### config.mk
export PLATFORM = sky130hd
export DESIGN_NAME = ep0_regif
export DESIGN_NICKNAME = d
export VERILOG_FILES = /design/src/rtl/ep0_pkg.sv /design/src/rtl/ep0_bytefifo.sv /design/src/rtl/ep0_rx.sv /design/src/rtl/ep0_tx.sv /design/src/rtl/ep0_regif.sv
export SDC_FILE = /design/constraint.sdc
export NUM_CORES = 1
export LEC_CHECK = 0
export BUFFER_PORTS_ARGS = -buffer_cell sky130_fd_sc_hd__buf_2
export CORE_AREA = 2 2 155 157
export DETAILED_ROUTE_END_ITERATION = 12
export DIE_AREA = 0 0 157 159
export GPL_ROUTABILITY_DRIVEN = 0
export MAX_ROUTING_LAYER = met4
export PLACE_DENSITY_LB_ADDON = 0.2
export SETUP_SLACK_MARGIN = 0.05
export SLEW_MARGIN = 25
export SYNTH_ARGS = -nofsm -noshare
export SYNTH_HDL_FRONTEND = slang
export SYNTH_SLANG_ARGS = --single-unit
### constraint.sdc
create_clock -name clk -period 5.1 [get_ports clk]
set_clock_uncertainty 0.1 [all_clocks]
set_input_delay 1.02 -clock clk [delete_from_list [all_inputs] [get_ports clk]]
set_output_delay 1.02 -clock clk [all_outputs]
set_load 0.01 [all_outputs]
### src/rtl/ep0_pkg.sv
package ep0_pkg;
  localparam int BYTE_W = 8;
  localparam int ADDR_W = 2;

  localparam logic [ADDR_W-1:0] A_CSR    = 2'd0;
  localparam logic [ADDR_W-1:0] A_RXDATA = 2'd1;
  localparam logic [ADDR_W-1:0] A_RXCNT  = 2'd2;
  localparam logic [ADDR_W-1:0] A_TXDATA = 2'd3;

  localparam int B_RXRDY  = 0;
  localparam int B_TXARM  = 1;
  localparam int B_EARLY  = 5;
  localparam int B_RXDONE = 6;
  localparam int B_EACK   = 7;

  typedef enum logic {TX_IDLE, TX_SEND} tx_state_e;
endpackage

### src/rtl/ep0_bytefifo.sv
module ep0_bytefifo #(
  parameter int W     = 8,
  parameter int DEPTH = 8,
  localparam int AW    = (DEPTH > 1) ? $clog2(DEPTH) : 1,
  localparam int CNT_W = $clog2(DEPTH + 1)
) (
  input  logic             clk,
  input  logic             rst_n,
  input  logic             flush,
  input  logic             push,
  input  logic [W-1:0]     din,
  input  logic             pop,
  output logic [W-1:0]     dout,
  output logic [CNT_W-1:0] count
);
  logic [W-1:0]  mem [DEPTH];
  logic [AW-1:0] rd_q, wr_q;
  logic          push_ok, pop_ok;

  function automatic logic [AW-1:0] nxt(input logic [AW-1:0] p);
    return (p == AW'(DEPTH - 1)) ? '0 : p + AW'(1);
  endfunction

  assign push_ok = push && (count < CNT_W'(DEPTH));
  assign pop_ok  = pop && (count != '0);
  assign dout    = mem[rd_q];

  always_ff @(posedge clk) begin
    if (!rst_n) begin
      rd_q  <= '0;
      wr_q  <= '0;
      count <= '0;
    end else if (flush) begin
      rd_q  <= '0;
      wr_q  <= push ? AW'(1) : '0;
      count <= push ? CNT_W'(1) : '0;
    end else begin
      if (push_ok) wr_q <= nxt(wr_q);
      if (pop_ok)  rd_q <= nxt(rd_q);
      count <= count + CNT_W'(push_ok) - CNT_W'(pop_ok);
    end
  end

  always_ff @(posedge clk) begin
    if (flush && push)  mem[0]    <= din;
    else if (push_ok)   mem[wr_q] <= din;
  end

  p_no_overflow_r2: assert property (@(posedge clk) disable iff (!rst_n)
    count <= CNT_W'(DEPTH));

  p_pop_dec_r2: assert property (@(posedge clk) disable iff (!rst_n)
    (pop && count != '0 && !push && !flush) |=> count == $past(count) - CNT_W'(1));
endmodule

### src/rtl/ep0_rx.sv
module ep0_rx #(
  parameter int W = 8
) (
  input  logic         clk,
  input  logic         rst_n,
  input  logic         pk_valid,
  input  logic         pk_first,
  input  logic         pk_last,
  input  logic         pk_setup,
  input  logic [W-1:0] pk_data,
  input  logic         rxrdy,
  output logic         setup_start,
  output logic         setup_h2d,
  output logic         buf_push,
  output logic         set_rxrdy,
  output logic         hs_ack,
  output logic         hs_nak
);
  logic take_q, take_now;

  assign take_now    = pk_first ? (pk_setup || !rxrdy) : take_q;
  assign setup_start = pk_valid && pk_first && pk_setup;
  assign setup_h2d   = !pk_data[W-1];
  assign buf_push    = pk_valid && take_now;
  assign set_rxrdy   = pk_valid && pk_last && take_now;

  always_ff @(posedge clk) begin
    if (!rst_n) begin
      take_q <= 1'b0;
      hs_ack <= 1'b0;
      hs_nak <= 1'b0;
    end else begin
      if (pk_valid && pk_first) take_q <= take_now;
      hs_ack <= set_rxrdy;
      hs_nak <= pk_valid && pk_last && !take_now;
    end
  end

  p_one_verdict_r4: assert property (@(posedge clk) disable iff (!rst_n)
    !(hs_ack && hs_nak));
endmodule

### src/rtl/ep0_tx.sv
module ep0_tx
  import ep0_pkg::*;
#(
  parameter int W     = 8,
  parameter int CNT_W = 4
) (
  input  logic             clk,
  input  logic             rst_n,
  input  logic             tok_in,
  input  logic             armed,
  input  logic [CNT_W-1:0] fifo_count,
  input  logic [W-1:0]     fifo_dout,
  output logic             fifo_pop,
  output logic             busy,
  output logic             done,
  output logic             done_zlp,
  output logic             in_nak,
  output logic             tx_valid,
  input  logic             tx_ready,
  output logic [W-1:0]     tx_data,
  output logic             tx_last,
  output logic             tx_zlp
);
  tx_state_e st_q;
  logic      zlp_q;

  assign busy     = (st_q == TX_SEND);
  assign tx_valid = busy;
  assign tx_zlp   = busy && zlp_q;
  assign tx_data  = (busy && !zlp_q) ? fifo_dout : '0;
  assign tx_last  = busy && (zlp_q || fifo_count == CNT_W'(1));
  assign fifo_pop = busy && tx_ready && !zlp_q;
  assign done     = busy && tx_ready && tx_last;
  assign done_zlp = done && zlp_q;

  always_ff @(posedge clk) begin
    if (!rst_n) begin
      st_q   <= TX_IDLE;
      zlp_q  <= 1'b0;
      in_nak <= 1'b0;
    end else begin
      in_nak <= 1'b0;
      if (st_q == TX_IDLE) begin
        if (tok_in) begin
          if (armed) begin
            st_q  <= TX_SEND;
            zlp_q <= (fifo_count == '0);
          end else begin
            in_nak <= 1'b1;
          end
        end
      end else if (done) begin
        st_q  <= TX_IDLE;
        zlp_q <= 1'b0;
      end
    end
  end

  p_hold_r10: assert property (@(posedge clk) disable iff (!rst_n)
    (tx_valid && !tx_ready) |=> (tx_valid && $stable(tx_data) && $stable(tx_last) && $stable(tx_zlp)));

  p_zlp_last_r6: assert property (@(posedge clk) disable iff (!rst_n)
    tx_zlp |-> tx_last);
endmodule

### src/rtl/ep0_regif.sv
module ep0_regif
  import ep0_pkg::*;
#(
  parameter int RX_DEPTH = 8,
  parameter int TX_DEPTH = 8,
  localparam int RX_CW = $clog2(RX_DEPTH + 1),
  localparam int TX_CW = $clog2(TX_DEPTH + 1)
) (
  input  logic              clk,
  input  logic              rst_n,
  input  logic              pk_valid,
  input  logic              pk_first,
  input  logic              pk_last,
  input  logic              pk_setup,
  input  logic [BYTE_W-1:0] pk_data,
  output logic              hs_ack,
  output logic              hs_nak,
  input  logic              tok_in,
  output logic              in_nak,
  output logic              tx_valid,
  input  logic              tx_ready,
  output logic [BYTE_W-1:0] tx_data,
  output logic              tx_last,
  output logic              tx_zlp,
  input  logic              bus_sel,
  input  logic              bus_wr,
  input  logic [ADDR_W-1:0] bus_addr,
  input  logic [BYTE_W-1:0] bus_wdata,
  output logic [BYTE_W-1:0] bus_rdata,
  output logic              irq
);
  logic rxrdy_q, early_q, armed_q, h2d_q;
  logic setup_start, setup_h2d, rx_push, set_rxrdy;
  logic [BYTE_W-1:0] rx_dout, tx_dout;
  logic [RX_CW-1:0]  rx_count;
  logic [TX_CW-1:0]  tx_count;
  logic tx_pop, tx_busy, tx_done, tx_done_zlp;
  logic csr_wr, rx_rd, tx_wr, early_evt;

  assign csr_wr    = bus_sel && bus_wr && (bus_addr == A_CSR);
  assign tx_wr     = bus_sel && bus_wr && (bus_addr == A_TXDATA) && !tx_busy;
  assign rx_rd     = bus_sel && !bus_wr && (bus_addr == A_RXDATA);
  assign early_evt = tx_done_zlp && h2d_q;

  ep0_rx #(.W(BYTE_W)) u_rx (
    .clk(clk), .rst_n(rst_n),
    .pk_valid(pk_valid), .pk_first(pk_first), .pk_last(pk_last),
    .pk_setup(pk_setup), .pk_data(pk_data), .rxrdy(rxrdy_q),
    .setup_start(setup_start), .setup_h2d(setup_h2d),
    .buf_push(rx_push), .set_rxrdy(set_rxrdy),
    .hs_ack(hs_ack), .hs_nak(hs_nak)
  );

  ep0_bytefifo #(.W(BYTE_W), .DEPTH(RX_DEPTH)) u_rxbuf (
    .clk(clk), .rst_n(rst_n), .flush(setup_start),
    .push(rx_push), .din(pk_data), .pop(rx_rd),
    .dout(rx_dout), .count(rx_count)
  );

  ep0_bytefifo #(.W(BYTE_W), .DEPTH(TX_DEPTH)) u_txbuf (
    .clk(clk), .rst_n(rst_n), .flush(setup_start),
    .push(tx_wr), .din(bus_wdata), .pop(tx_pop),
    .dout(tx_dout), .count(tx_count)
  );

  ep0_tx #(.W(BYTE_W), .CNT_W(TX_CW)) u_tx (
    .clk(clk), .rst_n(rst_n), .tok_in(tok_in), .armed(armed_q),
    .fifo_count(tx_count), .fifo_dout(tx_dout), .fifo_pop(tx_pop),
    .busy(tx_busy), .done(tx_done), .done_zlp(tx_done_zlp),
    .in_nak(in_nak), .tx_valid(tx_valid), .tx_ready(tx_ready),
    .tx_data(tx_data), .tx_last(tx_last), .tx_zlp(tx_zlp)
  );

  // Flag updates: a firmware strobe clears first, hardware events override.
  always_ff @(posedge clk) begin
    if (!rst_n) begin
      rxrdy_q <= 1'b0;
      early_q <= 1'b0;
      armed_q <= 1'b0;
      h2d_q   <= 1'b0;
    end else begin
      if (csr_wr && bus_wdata[B_RXDONE]) rxrdy_q <= 1'b0;
      if (setup_start)                   rxrdy_q <= 1'b0;
      if (set_rxrdy || early_evt)        rxrdy_q <= 1'b1;

      if (csr_wr && bus_wdata[B_EACK]) early_q <= 1'b0;
      if (early_evt)                   early_q <= 1'b1;

      if (csr_wr && bus_wdata[B_TXARM]) armed_q <= 1'b1;
      if (tx_done || setup_start)       armed_q <= 1'b0;

      if (setup_start)    h2d_q <= setup_h2d;
      else if (early_evt) h2d_q <= 1'b0;
    end
  end

  assign irq = rxrdy_q || early_q;

  always_comb begin
    bus_rdata = '0;
    case (bus_addr)
      A_CSR: begin
        bus_rdata[B_RXRDY] = rxrdy_q;
        bus_rdata[B_TXARM] = armed_q;
        bus_rdata[B_EARLY] = early_q;
      end
      A_RXDATA: bus_rdata = (rx_count != '0) ? rx_dout : '0;
      A_RXCNT:  bus_rdata = BYTE_W'(rx_count);
      default:  bus_rdata = '0;
    endcase
  end

  p_early_with_rdy_r7: assert property (@(posedge clk) disable iff (!rst_n)
    $rose(early_q) |-> rxrdy_q);

  p_nak_unarmed_r5: assert property (@(posedge clk) disable iff (!rst_n)
    in_nak |-> !$past(armed_q));
endmodule

==> flow_summary.yaml <==
status:
  status: "completed"
placement:
  io_buffers: 50
  post-place-ws_ns: 1.697
  dp_hpwl_um: 9752
routing:
  routed_wl_um: 14520
  drt.antenna.violating_nets: 0
  wl_per_cell_um: 17.31
  wl_met1_um: 6904
  routed.top_layer: "met4"
  vias: 3814
  drt-pass1-iter-count: 4
  vias_per_cell: 4.546
  drt-initial-drc-count: 197
  dr_wl_met2_um: 6897
  route.met3.wl_um: 486
  drcViolationCount: 0
global_routing:
  grt_max_degree: 24
  gr-total-overflow: 0
  grt_pass1_vias: 4006
  antenna_found_initial: 1
  grt_pass1_wl_um: 22920
  grt_usage: 0.1261
final_layout:
  nets: 559
  final_common_cell: "edfxtp_1"
  layout_common_cells: "edfxtp_1 (128), nor2_1 (54), buf_2 (50)"
  final_util: 0.3475
  layout-drive-gt1-share: 0.2351
  area_growth_pct: 17.13
floorplanning:
  die_area_um2: 24960
  die_h_um: 159
  ios: 51
  die_w_um: 157
  start_util: 0.2967
  rows: 56
  core_um2: 23190
clocking:
  cts_resized: 0
  clk_path_buf_depth: 2
  hold_buffers: 0
  ctsRootBufferMaster: "clkbuf_16"
  cts_made_buffers: 17
  clk_pin_slew_ns: 0.07
  clock_latency_ns: 0.42
  cts_tree: "built"
  clock-sinks: 164
  h-tree-depth: 4
  cts_setup_buffers: 0
timing:
  worst_slew_pin_slew_ns: 1.038
  max_freq_ghz: 0.2842
  fin_crit_sh: 0.6900
  post-route-min-period_ns: 3.519
  final_max_slew_viol_count: 0
  setup_violations: 0
  setup_tns_ns: 0
  hold_viol_final: 0
  post-route-worst-setup-slack_ns: 1.581
  rsz0062_at_grt: "no"
  relSlewSlack: 0.3052
power_and_ir_drop:
  power_density_nw_per_um2: 365.8
  totalPowerFinal_mw: 2.948
  vdd_drop_max_mv: 0.1964
  p_leak_nw: 2.745
synthesis:
  syn_nets: 504
  synth_seq_cells: 164
  synthesis.area_um2: 6882
  synth_ff_type: "edfxtp_1"
  syn_inst: 452
  async_flop_share: 0
  synthDistinctLibCells: 52
  yosysSeqAreaShare: 0.6633
  synth_enable_flop_cells: 128
  avgSynthCellArea_um2: 15.22
  yosysWarningCount: 0
setup_path:
  required_ns: 3.98
  arrival_ns: 2.40
  critPathMaxFanout: 17
  cp-end-kind: "output pin"
  crit_type: "register to output pin"
  critPathLaunchType: "register"
job:
  maxCapViolCount: 0
hold_path:
  hp-class: "register to register"
## Yosys cell counts, drive strengths merged, types with 3 or more instances
cell / count / area (um2)
a22oi: 6 / 45.04
nor2b: 4 / 32.53
nor2: 55 / 209.0
inv: 15 / 56.30
nor3: 4 / 20.02
nand2: 18 / 67.56
edfxtp: 128 / 3844
nand2b: 6 / 37.54
a31oi: 3 / 18.77
buf: 14 / 76.33
clkbuf: 3 / 12.51
or2: 3 / 18.77
and3: 4 / 26.28
mux2i: 38 / 380.4
dfxtp: 36 / 720.7
mux4: 23 / 518.0
ha: 22 / 275.3
a21oi: 15 / 75.07
nand3: 12 / 60.06
xnor2: 3 / 26.28
o21ai: 5 / 25.02
nand3b: 6 / 45.04
## cells by family (layout without fill, tap and decap cells)
group	Yosys count	after routing	synth area share
flops	164	164	0.6633
fa+ha+maj	24	24	0.04582
compound gates	42	42	0.04164
other cells	0	1	0
simple gates	123	123	0.09037
buf+inv	33	100	0.02164
xor+xnor	4	4	0.005092
mux	62	62	0.1322
## metal layers
metal,track usage,vias up
met5,-,-
met4,0.03920,0
met3,0.03103,19
met2,0.1952,71
met1,0.1635,1903
li1,-,1821
## worst paths after layout
kind	start	endpoint	slack, ns	cells after the start
hold / removal	u_txbuf.rd_q[1]$_SDFFE_PP0P_	u_txbuf.rd_q[1]$_SDFFE_PP0P_	0.40	2
setup reg to reg	u_tx.busy$_SDFF_PN0_	u_txbuf.count[3]$_SDFF_PP0_	2.22	9
hold reg to reg	u_txbuf.rd_q[1]$_SDFFE_PP0P_	u_txbuf.rd_q[1]$_SDFFE_PP0P_	0.40	2
setup / recovery	register	bus_rdata[0]	1.58	4
## power breakdown
group          switching (mW)  internal (mW)
combinational           0.110         0.0786
sequential             0.0232           1.47
clock                   0.542          0.728
## metrics by stage
step / std cells / cell area (um2) / hold WS [ns]
global route: 839 / 8060 / 0.4341
detailed placement: 807 / 7480 / 0.3915
floorplan: 452 / 6882 / 0.3466
global placement: 807 / 7470 / 0.3801
CTS: 838 / 8058 / 0.4008
finish: 839 / 8060 / 0.3982
## cell type report
cell class / instances / area [um2]
repair buffers: 53 / 272.8
multi-input cells: 255 / 2182
inverters: 16 / 60.06
flip-flops and latches: 164 / 4566
fillers: 2231 / 15130
clock inverters: 13 / 148.9
well taps: 319 / 399.1
diodes: 1 / 2.502
clock buffers: 18 / 429.2
## registers in the layout, indices dropped and copies added (netlist names), 3 cells and up, named ones only
name	cells
u_rxbuf.mem	64
u_txbuf.mem	64
u_rxbuf.count	4
u_txbuf.count	4
u_rxbuf.rd_q	3
u_rxbuf.wr_q	3
u_txbuf.rd_q	3
u_txbuf.wr_q	3
## critical path, stage by stage (launching register included)
cell     delay [ns]
dfxtp_1        0.95
mux2i_1        0.17
mux4_2         0.54
o22ai_1        0.16
buf_2          0.16
Power figures use the tool's default switching activity.
